## config.mk

```make
export PLATFORM = sky130hd
export DESIGN_NAME = alarm_status_top
export DESIGN_NICKNAME = d
export VERILOG_FILES = /design/src/rtl/alm_pkg.sv /design/src/rtl/alm_rst_sync.sv /design/src/rtl/alm_cell.sv /design/src/rtl/alm_combine.sv /design/src/rtl/alarm_status_top.sv
export SDC_FILE = /design/constraint.sdc
export NUM_CORES = 1
export LEC_CHECK = 0
export ABC_AREA = 1
export BUFFER_PORTS_ARGS = -buffer_cell sky130_fd_sc_hd__buf_2
export CAP_MARGIN = 15
export CORE_AREA = 2 2 39 41
export CTS_CLUSTER_SIZE = 8
export DETAILED_ROUTE_END_ITERATION = 10
export DIE_AREA = 0 0 41 43
export PLACE_DENSITY_LB_ADDON = 0.25
export SLEW_MARGIN = 25
export SYNTH_ARGS = -nofsm -noshare
export SYNTH_HDL_FRONTEND = slang
export SYNTH_SLANG_ARGS = --single-unit
```

## constraint.sdc

```tcl
create_clock -name clk -period 0.85 [get_ports clk]
set_clock_uncertainty 0.1 [all_clocks]
set_input_delay 0.1275 -clock clk [delete_from_list [all_inputs] [get_ports clk]]
set_output_delay 0.1275 -clock clk [all_outputs]
set_load 0.01 [all_outputs]
```

## src/rtl/alm_pkg.sv

```systemverilog
package alm_pkg;
  localparam int STATUS_W = 16;
  localparam int NUM_SRC  = 3;
  // status bit positions; software decodes these
  localparam int IDX_TEMP = 0;
  localparam int IDX_BUSY = 1;
  localparam int IDX_CRC  = 2;
  // 1 = sticky source, 0 = live source
  localparam logic [NUM_SRC-1:0] LATCH_MASK = 3'b101;
endpackage

```

## src/rtl/alm_rst_sync.sv

```systemverilog
module alm_rst_sync #(
  parameter int STAGES = 2
) (
  input  logic clk,
  input  logic rst_n,
  output logic rst_sync_n
);
  logic [STAGES-1:0] sync_q;
  logic [STAGES-1:0] sync_d;

  always_comb begin
    sync_d = {sync_q[STAGES-2:0], 1'b1};
  end

  always_ff @(posedge clk or negedge rst_n) begin
    if (!rst_n) sync_q <= '0;
    else        sync_q <= sync_d;
  end

  assign rst_sync_n = sync_q[STAGES-1];
endmodule

```

## src/rtl/alm_cell.sv

```systemverilog
module alm_cell #(
  parameter bit LATCHED = 1'b1
) (
  input  logic clk,
  input  logic rst_n,
  input  logic ev_i,
  input  logic clr_i,
  output logic state_o
);
  logic state_q;
  logic state_d;
  logic state_en;

  generate
    if (LATCHED) begin : g_sticky
      always_comb begin
        state_d = ev_i | (state_q & ~clr_i);
      end
    end else begin : g_live
      always_comb begin
        state_d = ev_i;
      end
    end
  endgenerate

  always_comb begin
    state_en = (state_d != state_q);
  end

  always_ff @(posedge clk or negedge rst_n) begin
    if (!rst_n)        state_q <= 1'b0;
    else if (state_en) state_q <= state_d;
  end

  assign state_o = state_q;

  generate
    if (LATCHED) begin : g_sticky_chk
      AST_STICKY_HOLD: assert property (@(posedge clk) disable iff (!rst_n)
        state_q && !clr_i |=> state_q);
      AST_EVENT_WINS: assert property (@(posedge clk) disable iff (!rst_n)
        ev_i && clr_i |=> state_q);
      AST_CLEAR_DROPS: assert property (@(posedge clk) disable iff (!rst_n)
        clr_i && !ev_i |=> !state_q);
    end else begin : g_live_chk
      AST_LIVE_RELEASE: assert property (@(posedge clk) disable iff (!rst_n)
        !ev_i |=> !state_q);
      AST_LIVE_SET: assert property (@(posedge clk) disable iff (!rst_n)
        ev_i |=> state_q);
    end
  endgenerate
endmodule

```

## src/rtl/alm_combine.sv

```systemverilog
module alm_combine
  import alm_pkg::*;
#(
  parameter int SW = STATUS_W,
  parameter int NS = NUM_SRC
) (
  input  logic          clk,
  input  logic          rst_n,
  input  logic [NS-1:0] state_i,
  input  logic [NS-1:0] en_i,
  output logic [SW-1:0] status_o,
  output logic          alarm_o,
  output logic          force_pd_o
);
  logic [NS-1:0] masked;

  genvar g;
  generate
    for (g = 0; g < SW; g++) begin : g_status
      if (g < NS) begin : g_src
        assign status_o[g] = state_i[g];
        assign masked[g]   = state_i[g] & en_i[g];
      end else begin : g_rsvd
        assign status_o[g] = 1'b0;
      end
    end
  endgenerate

  always_comb begin
    alarm_o    = |masked;
    force_pd_o = state_i[IDX_TEMP];
  end

  AST_PIN_QUIET: assert property (@(posedge clk) disable iff (!rst_n)
    !alarm_o |-> !(status_o[IDX_TEMP] && en_i[IDX_TEMP]) &&
                 !(status_o[IDX_CRC] && en_i[IDX_CRC]) &&
                 !(status_o[IDX_BUSY] && en_i[IDX_BUSY]));
  AST_PD_TRACKS: assert property (@(posedge clk) disable iff (!rst_n)
    force_pd_o == status_o[IDX_TEMP]);
endmodule

```

## src/rtl/alarm_status_top.sv

```systemverilog
module alarm_status_top
  import alm_pkg::*;
#(
  parameter int SYNC_STAGES = 2
) (
  input  logic                clk,
  input  logic                rst_n,
  input  logic                temp_over_i,
  input  logic                crc_err_i,
  input  logic                busy_i,
  input  logic                en_temp_i,
  input  logic                en_busy_i,
  input  logic                en_crc_i,
  input  logic                alm_clear_i,
  output logic [STATUS_W-1:0] status_o,
  output logic                alarm_o,
  output logic                force_pd_o
);
  logic               rst_sync_n;
  logic [NUM_SRC-1:0] ev_vec;
  logic [NUM_SRC-1:0] en_vec;
  logic [NUM_SRC-1:0] state_vec;

  always_comb begin
    ev_vec           = '0;
    ev_vec[IDX_TEMP] = temp_over_i;
    ev_vec[IDX_BUSY] = busy_i;
    ev_vec[IDX_CRC]  = crc_err_i;
    en_vec           = '0;
    en_vec[IDX_TEMP] = en_temp_i;
    en_vec[IDX_BUSY] = en_busy_i;
    en_vec[IDX_CRC]  = en_crc_i;
  end

  alm_rst_sync #(.STAGES(SYNC_STAGES)) u_rst (
    .clk        (clk),
    .rst_n      (rst_n),
    .rst_sync_n (rst_sync_n)
  );

  genvar s;
  generate
    for (s = 0; s < NUM_SRC; s++) begin : g_src
      alm_cell #(.LATCHED(LATCH_MASK[s])) u_cell (
        .clk     (clk),
        .rst_n   (rst_sync_n),
        .ev_i    (ev_vec[s]),
        .clr_i   (alm_clear_i),
        .state_o (state_vec[s])
      );
    end
  endgenerate

  alm_combine #(.SW(STATUS_W), .NS(NUM_SRC)) u_comb (
    .clk        (clk),
    .rst_n      (rst_sync_n),
    .state_i    (state_vec),
    .en_i       (en_vec),
    .status_o   (status_o),
    .alarm_o    (alarm_o),
    .force_pd_o (force_pd_o)
  );

  AST_CRC_STICKY: assert property (@(posedge clk) disable iff (!rst_sync_n)
    crc_err_i |=> status_o[IDX_CRC]);
  AST_BUSY_IGNORES_CLEAR: assert property (@(posedge clk) disable iff (!rst_sync_n)
    busy_i && alm_clear_i |=> status_o[IDX_BUSY]);
endmodule

```

==> reports/metrics.csv, run 1 <==
stage,metric,value,unit
floorplanning,core area,1380,um^2
floorplanning,Die Width,41,um
placement,detailed placement HPWL,334,um
layout,# nets final,60,
critical_path,Crit Path Category,flop to primary output,
synth,Async SR Flop Fraction,1.00,
floorplanning,Die Span Y,43,um
drt,Starting DRT DRC Count,1,
outcome,failing checks,"negative hold slack, negative setup slack",
pwr,maximum vdd ir drop,0.618,mV
critical_path,R2R depth,3,
global_routing,initial antenna violation count,0,
critical_path,Worst EP required,0.62,ns
synth,"Top FF cell, synth",dfrtp_1,
timing,Hold Slack,-0.0656,ns
global_routing,grt total ovfl,0,
min_path,Worst Hold Class,flop to async pin,
synth,post-synth top area cell,dfrtp_1,
placement,port bufs,13,
global_routing,vias in the first global route,159,
critical_path,"Slowest-stage cell, CP",dfrtp_1,
timing,Final period util,1.34,
placement,routability cong.,0.652,
synth,Seq cells post-synth,5,
floorplanning,Initial Utilization,0.213,
outcome,status,"complete, but fails checks",
clock_network,clk buf depth,2,
clock_network,"Clk Latency, worst-skew pair",0.24,ns
drt,drt drc,0,
pwr,Power per Cell Area,1640,nW/um^2
drt,Routed WL per cell,6.56,um
synth,post-synthesis cell count,32,
synth,"Cell Area, Synth",295,um^2
placement,Placed Cells,56,
global_routing,largest net degree at the start of global routing,5,
drt,drt first pass iters,4,
critical_path,"CP delay by family, top",flip-flops,
synth,compound-gate portion of the synthesized area,0.0508,
layout,area grow syn2layout,36.4,%
critical_path,Startpoint Class,flop,
drt,Vias,208,
timing,final setup margin,-0.292,ns
critical_path,"Cell Chain, Critical Path","nand2_1, nand3_1, buf_2",
global_routing,GRT Util Overall,0.0577,
timing,final hold violations,5,
synth,main combinational cell family by area after synthesis,buffers and inverters,
layout,Post-Layout Cell Count,66,
synth,Post-Synth Adder-Cell Area,0,
drt,drt total wl,433,um
timing,RSZ-0062 raised after global routing,true,
critical_path,CP Buf/Inv Count,1,
floorplanning,row count,14,
global_routing,first-pass GRT wire length,593,um
critical_path,Max stage delay on crit path,0.40,ns
synth,Synth Area in Simple Gates,0.0551,
timing,fin. max-slew vios,0,
critical_path,Worst R2R End,g_src[0].u_cell.state_o,
synth,mux contribution to synthesized area,0,
drt,Routed Antenna Nets,0,
critical_path,Worst Path Arrival,0.91,ns
timing,Fmax,876,MHz
synth,Yosys warning total,0,
clock_network,Root Buffer,clkbuf_4,
clock_network,Post-CTS Hold Buffers,3,
synth,most common cell in the netlist,buf_4,
synth,Synth top cells by count,"16 x buf_4, 5 x dfrtp_1, 3 x nand2_1",
critical_path,FF-to-FF setup slack,0,ns
clock_network,CTS sink count,5,
pwr,LEAKAGE,0.000230,uW
clock_network,Num CTS Buffers,3,
synth,Post-Synth XOR/XNOR Area,0,
pwr,total power,661,uW
synth,top cell type's share of synthesized area,0.424,
synth,synthesized area per cell,9.23,um^2
synth,number of synthesized flops with an enable pin,0,
floorplanning,die area,1760,um^2
clock_network,"Reg clk slew, reported paths",0.05,ns
clock_network,CTS tree,built,
timing,count of final setup violators,5,
layout,fill cell count,148,
critical_path,Crit. End Element,primary output,
synth,Area contributors post-synth,"dfrtp_1 42%, buf_4 41%, o21bai_1 5.1%",
placement,Placed Area,302,um^2
floorplanning,io pins,27,
clock_network,H-tree depth,1,
drt,vias per cell,3.15,
synth,"Seq/Total Area, Yosys",0.424,
timing,final critical-path required period,1.14,ns
job,max_cap viols,0,
critical_path,Reg-to-Reg Start,g_src[0].u_cell.state_o,
critical_path,Worst Path Max Fanout,3,
layout,# diodes,0,
layout,post-route cell area,403,um^2
synth,post-synthesis cell type count,8,
layout,fraction of layout cells with a size suffix above 1,0.400,
## layout by cell type, fill, tap and decap left out, drive strengths merged
cell | synthesis | routed
nand3 | 1 | 1
dlygate4sd3 | 0 | 3
inv | 2 | 2
nand2 | 3 | 3
clkbuf | 1 | 4
conb | 2 | 14
buf | 16 | 16
o21bai | 2 | 2
dfrtp | 5 | 5
## worst max-delay path by stage
stage                       startpoint  endpoint  cells past startpoint
4_1_cts        g_src[0].u_cell.state_o   alarm_o                      3
3_5_place_dp   g_src[0].u_cell.state_o   alarm_o                      3
5_1_grt        g_src[0].u_cell.state_o   alarm_o                      3
6_report       g_src[0].u_cell.state_o   alarm_o                      3
3_3_place_gp   g_src[0].u_cell.state_o   alarm_o                      3
2_1_floorplan  g_src[0].u_cell.state_o   alarm_o                      2
## stage by stage
| step | setup TNS (ns) | util | setup WS [ns] | hold slack [ns] |
|---|---|---|---|---|
| 2_1_floorplan | 0 | - | 0.0143 | -0.268 |
| 3_3_place_gp | -0.0258 | 0.218 | -0.0258 | -0.186 |
| 3_5_place_dp | -0.0543 | 0.218 | -0.0543 | -0.184 |
| 4_1_cts | -0.967 | 0.264 | -0.293 | -0.0567 |
| 5_1_grt | -1.41 | 0.291 | -0.347 | -0.0506 |
| 6_report | -1.20 | 0.291 | -0.292 | -0.0656 |
## final cells by class
type                    instances  area (um^2)  area share
well taps                      16         20.0      0.0497
repair buffers                 19          140       0.348
inverters                       2         7.51      0.0186
flip-flops and latches          5          125       0.311
clock buffers                   4         26.3      0.0652
multi-input cells              20         83.8       0.208
## timing repair
item | CTS | global route
resized for setup | 0 | 5
setup buffers | 1 | 2
hold endpoints to repair | 8 | 5
pin swaps | 2 | 3
endpoints found under the setup margin | 5 | 7
## sequential cells by signal, indices dropped and copies added, names as in the netlist
signal                flops
g_src.u_cell.state_o      3
u_rst.sync_q              2
## per-layer routing
metal  wire length, um  GRT usage  share of wire  vias to the layer above
met1               179     0.0462           0.41                       88
met2               172     0.0750           0.40                       21
met4                 0     0.0400              0                        0
met3                81     0.0681           0.19                        0
met5                 0          0              0                        -
li1                  -          -              -                       99
## kinds of logic (layout without fill, tap and decap cells)
logic type	count (synthesis)	in the layout
other	2	14
AO/OA/AOI/OAI	2	2
AND/OR/NAND/NOR	4	4
buffers and inverters	19	25
flip-flops	5	5
## where the power goes
part / internal, uW / switching (uW)
sequential: 253 / 10.3
clock: 177 / 97.0
combinational: 64.2 / 59.9
total: 494 / 167
## worst reg2reg max path: cells and delay by family (launching register included)
family	cells	cell delay (ns)
DFF	1	0.40
buffers and inverters	2	0.18
AOI/OAI and AO/OA	1	0.05
Note: power is estimated with default switching activity, not from simulation.
==> run 2: changes to the inputs <==
GPL_TIMING_DRIVEN = 0   (was unset)
==> reports/metrics.csv, run 2 (synthesis results as in run 1) <==
stage,metric,value,unit,change
timing,Final period util,1.32,,-0.0217
global_routing,grt total ovfl,0,,unchanged
pwr,switch share,0.242,,-0.0109
layout,# diodes,0,,unchanged
layout,area grow syn2layout,68.6,%,
global_routing,vias in the first global route,164,,+3.1%
timing,fin. max-slew vios,0,,unchanged
critical_path,Worst Path Max Fanout,4,,+1
floorplanning,die area,1760,um^2,unchanged
min_path,Worst Hold Class,flop to async pin,,
critical_path,Reg-to-Reg Start,g_src[0].u_cell.state_o,,
placement,routability cong.,0.560,,-14%
critical_path,R2R depth,3,,unchanged
drt,Starting DRT DRC Count,1,,unchanged
pwr,Clock power frac,0.387,,-0.028
critical_path,Startpoint Class,flop,,
global_routing,first-pass GRT wire length,634,um,+6.9%
outcome,status,"complete, but fails checks",,
floorplanning,core area,1380,um^2,unchanged
drt,drt total wl,456,um,+5.3%
critical_path,Max stage delay on crit path,0.40,ns,about the same
critical_path,Worst R2R End,g_src[0].u_cell.state_o,,
critical_path,Crit. End Element,primary output,,
drt,vias per cell,2.99,,-5.2%
layout,# nets final,73,,+22%
timing,final hold violations,5,,unchanged
layout,max reg flops,3,,unchanged
clock_network,Num CTS Buffers,3,,unchanged
drt,Routed Antenna Nets,0,,unchanged
floorplanning,Die Span Y,43,um,unchanged
timing,Fmax,890,MHz,+1.6%
global_routing,initial antenna violation count,0,,unchanged
job,max_cap viols,0,,unchanged
floorplanning,row count,14,,unchanged
layout,fraction of layout cells with a size suffix above 1,0.508,,+0.108
floorplanning,Initial Utilization,0.213,,unchanged
timing,final setup margin,-0.274,ns,+0.0185 ns
clock_network,clk buf depth,2,,unchanged
global_routing,GRT Util Overall,0.0597,,+0.00196
critical_path,"CP delay by family, top",flip-flops,,
clock_network,Root Buffer,clkbuf_4,,
critical_path,Worst EP required,0.62,ns,about the same
layout,"most common cell after layout, fill and taps aside",buf_4,,
clock_network,CTS sink count,5,,unchanged
drt,drt drc,0,,unchanged
placement,port bufs,12,,-1
outcome,failing checks,"negative hold slack, negative setup slack",,
critical_path,"Cell Chain, Critical Path","nand2_1, nand3_1, buf_2",,
pwr,maximum vdd ir drop,0.654,mV,+5.8%
pwr,Power per Cell Area,1400,nW/um^2,-14%
timing,setup TNS,-1.19,ns,+0.0101 ns
clock_network,CTS tree,built,,
pwr,switching power total,169,uW,+1.2%
layout,most frequent cells in the layout,"17 x buf_4, 14 x conb_1, 8 x buf_2",,
pwr,total power,699,uW,+5.7%
clock_network,Post-CTS Hold Buffers,3,,unchanged
drt,Routed WL per cell,5.77,um,-12%
timing,Hold Slack,-0.0624,ns,+0.00318 ns
critical_path,CP Buf/Inv Count,1,,unchanged
clock_network,"Clk Latency, worst-skew pair",0.24,ns,about the same
clock_network,"Reg clk slew, reported paths",0.04,ns,about the same
clock_network,H-tree depth,1,,unchanged
global_routing,largest net degree at the start of global routing,5,,unchanged
critical_path,Worst Path Arrival,0.90,ns,about the same
timing,final critical-path required period,1.12,ns,-0.0185 ns
drt,drt first pass iters,2,,-2
drt,Vias,236,,+13%
critical_path,"Slowest-stage cell, CP",dfrtp_1,,
timing,RSZ-0062 raised after global routing,true,,
pwr,LEAKAGE,0.000298,uW,+29%
critical_path,Crit Path Category,flop to primary output,,
critical_path,FF-to-FF setup slack,0.01,ns,about the same
pwr,sequential share of power,0.376,,-0.021
floorplanning,io pins,27,,unchanged
floorplanning,Die Width,41,um,unchanged
pwr,Logic pwr share,0.237,,+0.049
timing,count of final setup violators,5,,unchanged
pwr,internal power,530,uW,+7.3%
-- run 2: how the worst max path moves through the flow --
stage,cells after the start,slack (ns),endpoint,from
after floorplan,2,0.01,alarm_o,g_src[0].u_cell.state_o
after global placement,3,-0.05,alarm_o,g_src[0].u_cell.state_o
after detailed placement,3,-0.06,alarm_o,g_src[0].u_cell.state_o
after CTS,3,-0.30,alarm_o,g_src[0].u_cell.state_o
after global routing,3,-0.33,alarm_o,g_src[0].u_cell.state_o
final,3,-0.27,alarm_o,g_src[0].u_cell.state_o
-- run 2: area by class of cell --
cell class                      count  area [um^2]
Tap cell                           16         20.0
Sequential cell                     5          125
Multi-Input combinational cell     20         83.8
Buffer                             17          124
Inverter                            2         7.51
Fill cell                         154          886
Timing Repair Buffer               15          111
Clock buffer                        4         26.3
-- run 2: stage by stage --
step / std cells / worst slack [ns] / util / cell area (um^2)
floorplan: 44 / 0.0143 / - / 340
global placement: 72 / -0.0478 / 0.304 / 420
detailed placement: 72 / -0.0617 / 0.304 / 420
CTS: 80 / -0.300 / 0.363 / 503
global route: 79 / -0.331 / 0.360 / 498
finish: 79 / -0.274 / 0.360 / 498
-- run 2: metal layers --
metal  global-route usage  routed length [um]  vias up
met1               0.0559                 165       87
met4               0.0800                  19        0
met5                    0                   0        -
met2               0.0844                 190       21
met3               0.0157                  81        2
li1                     -                   -      126
-- run 2: power groups by stage --
| stage | logic [uW] | registers (uW) | clock network [uW] |
|---|---|---|---|
| 5_1_grt | 186 | 265 | 297 |
| 4_1_cts | 166 | 264 | 285 |
| 2_1_floorplan | 103 | 266 | 0 |
| 6_report | 166 | 263 | 271 |
| 3_3_place_gp | 138 | 267 | 0 |
| 3_5_place_dp | 138 | 268 | 0 |
-- run 2: repair_timing --
item	4_1_cts	5_1_grt
setup endpoints to repair	5	7
buffers inserted	1	0
endpoints found under the hold margin	8	4
resized for setup	4	0
pin swaps	2	2
==> run 3: changes to the inputs <==
PLACE_DENSITY_LB_ADDON = 0.2   (was 0.25)
==> reports/metrics.csv, run 3 (synthesis results as in run 1) <==
stage,metric,value,unit,change
outcome,status,"complete, but fails checks",,
outcome,failing checks,"negative hold slack, negative setup slack",,
clock_network,H-tree depth,1,,unchanged
critical_path,Worst EP required,0.62,ns,about the same
layout,max reg flops,3,,unchanged
drt,Vias,239,,+1.3%
layout,# nets final,73,,unchanged
drt,Routed Antenna Nets,0,,unchanged
layout,most frequent cells in the layout,"16 x buf_4, 14 x conb_1, 8 x buf_2",,
global_routing,GRT Util Overall,0.0495,,-0.0101
global_routing,first-pass GRT wire length,558,um,-12%
floorplanning,Initial Utilization,0.213,,unchanged
pwr,switch share,0.237,,-0.00524
timing,Fmax,888,MHz,-0.28%
pwr,sequential share of power,0.379,,+0.003
placement,port bufs,12,,unchanged
critical_path,Crit Path Category,flop to primary output,,
placement,Setup WS pre-CTS,-0.0578,ns,+0.00386 ns
drt,drt drc,0,,unchanged
layout,register area,125,um^2,unchanged
critical_path,Startpoint Class,flop,,
clock_network,Post-CTS Hold Buffers,3,,unchanged
timing,final critical-path required period,1.13,ns,+0.00310 ns
floorplanning,row count,14,,unchanged
timing,Final period util,1.33,,+0.00365
drt,drt total wl,447,um,-2.0%
floorplanning,Die Width,41,um,unchanged
layout,"most common cell after layout, fill and taps aside",buf_4,,
pwr,maximum vdd ir drop,1.03,mV,+58%
critical_path,Worst Path Arrival,0.90,ns,about the same
pwr,internal power,531,uW,+0.22%
critical_path,Crit. End Element,primary output,,
layout,area grow syn2layout,69.9,%,
min_path,Worst Hold Class,flop to async pin,,
floorplanning,core area,1380,um^2,unchanged
clock_network,Num CTS Buffers,3,,unchanged
timing,RSZ-0062 raised after global routing,true,,
job,max_cap viols,0,,unchanged
pwr,Logic pwr share,0.240,,+0.003
clock_network,"Clk Latency, worst-skew pair",0.23,ns,about the same
clock_network,CTS tree,built,,
critical_path,Reg-to-Reg Start,g_src[2].u_cell.state_o,,
timing,final hold violations,5,,unchanged
drt,drt first pass iters,4,,+2
timing,count of final setup violators,5,,unchanged
pwr,Power per Cell Area,1390,nW/um^2,-1.2%
layout,Multi-input gate area,83.8,um^2,unchanged
pwr,LEAKAGE,0.000299,uW,+0.42%
drt,vias per cell,3.03,,+1.3%
critical_path,Critical Path Source,g_src[0].u_cell.state_o,,
pwr,switching power total,165,uW,-2.6%
layout,# diodes,0,,unchanged
floorplanning,die area,1760,um^2,unchanged
floorplanning,io pins,27,,unchanged
pwr,Clock power frac,0.381,,-0.006
timing,Hold Slack,-0.0657,ns,-0.00328 ns
clock_network,clk buf depth,2,,unchanged
clock_network,Root Buffer,clkbuf_4,,
critical_path,Worst Path Max Fanout,4,,unchanged
drt,Starting DRT DRC Count,3,,+2
placement,routability cong.,0.653,,+17%
clock_network,"Reg clk slew, reported paths",0.04,ns,about the same
layout,fraction of layout cells with a size suffix above 1,0.508,,unchanged
global_routing,vias in the first global route,167,,+1.8%
layout,fill cell count,150,,-2.6%
timing,fin. max-slew vios,0,,unchanged
global_routing,largest net degree at the start of global routing,5,,unchanged
floorplanning,Die Span Y,43,um,unchanged
global_routing,grt total ovfl,0,,unchanged
placement,detailed placement HPWL,386,um,
global_routing,initial antenna violation count,0,,unchanged
timing,setup TNS,-1.18,ns,+0.00748 ns
drt,Routed WL per cell,5.66,um,-2.0%
clock_network,CTS sink count,5,,unchanged
timing,final setup margin,-0.277,ns,-0.00310 ns
## run 3: cell counts in the layout (fill, tap and decap cells not counted)
Identical to the previous run, type by type.
## run 3: worst paths after layout
kind / slack, ns / endpoint / depth (start not counted)
setup / recovery: -0.28 / alarm_o / 3
hold / removal: -0.07 / g_src[2].u_cell.state_o / 0
setup reg to reg: 0.02 / g_src[2].u_cell.state_o / 3
hold reg to reg: -0.07 / g_src[2].u_cell.state_o / 0
max in group asynchronous: 0.45 / u_rst.sync_q[1] / 2
min in group clk: -0.01 / g_src[0].u_cell.state_o / 2
## run 3: repair_timing
item / 4_1_cts / 5_1_grt
pin swaps: 2 / 2
hold endpoints to repair: 8 / 5
buffers inserted: 1 / 0
gates resized for setup: 3 / 2
endpoints found under the setup margin: 5 / 7
## run 3: critical path, stage by stage (launching register included)
cell and delay [ns]:
dfrtp_1 0.40, nand2_1 0.07, nand3_1 0.06, buf_2 0.13
## run 3: stage by stage
step	hold slack, ns	util	area (um^2)	cells	power [uW]
after floorplan	-0.268	-	340	44	369
after global placement	-0.186	0.304	420	72	405
after detailed placement	-0.185	0.304	420	72	406
after CTS	-0.0615	0.363	503	80	712
after global routing	-0.0577	0.363	502	79	745
final	-0.0657	0.363	502	79	696
## run 3: routing by layer
metal,up-vias,GRT usage,share of wire
li1,126,-,-
met1,92,0.0428,0.39
met5,-,0,0
met2,21,0.0750,0.41
met4,0,0.0200,0
met3,0,0.0471,0.19
## run 3: power groups by stage
stage / sequential [uW] / clock (uW) / combinational [uW]
2_1_floorplan: 266 / 0 / 103
3_3_place_gp: 266 / 0 / 138
3_5_place_dp: 267 / 0 / 138
4_1_cts: 264 / 283 / 166
5_1_grt: 265 / 294 / 186
6_report: 264 / 265 / 167
## run 3: layout make-up
type / instances / share of cell area
plain buffers: 17 / 0.254
clock buffers: 4 / 0.0524
inverters: 2 / 0.0150
multi-input cells: 20 / 0.167
flip-flops and latches: 5 / 0.249
well taps: 16 / 0.0399
repair buffers: 15 / 0.222
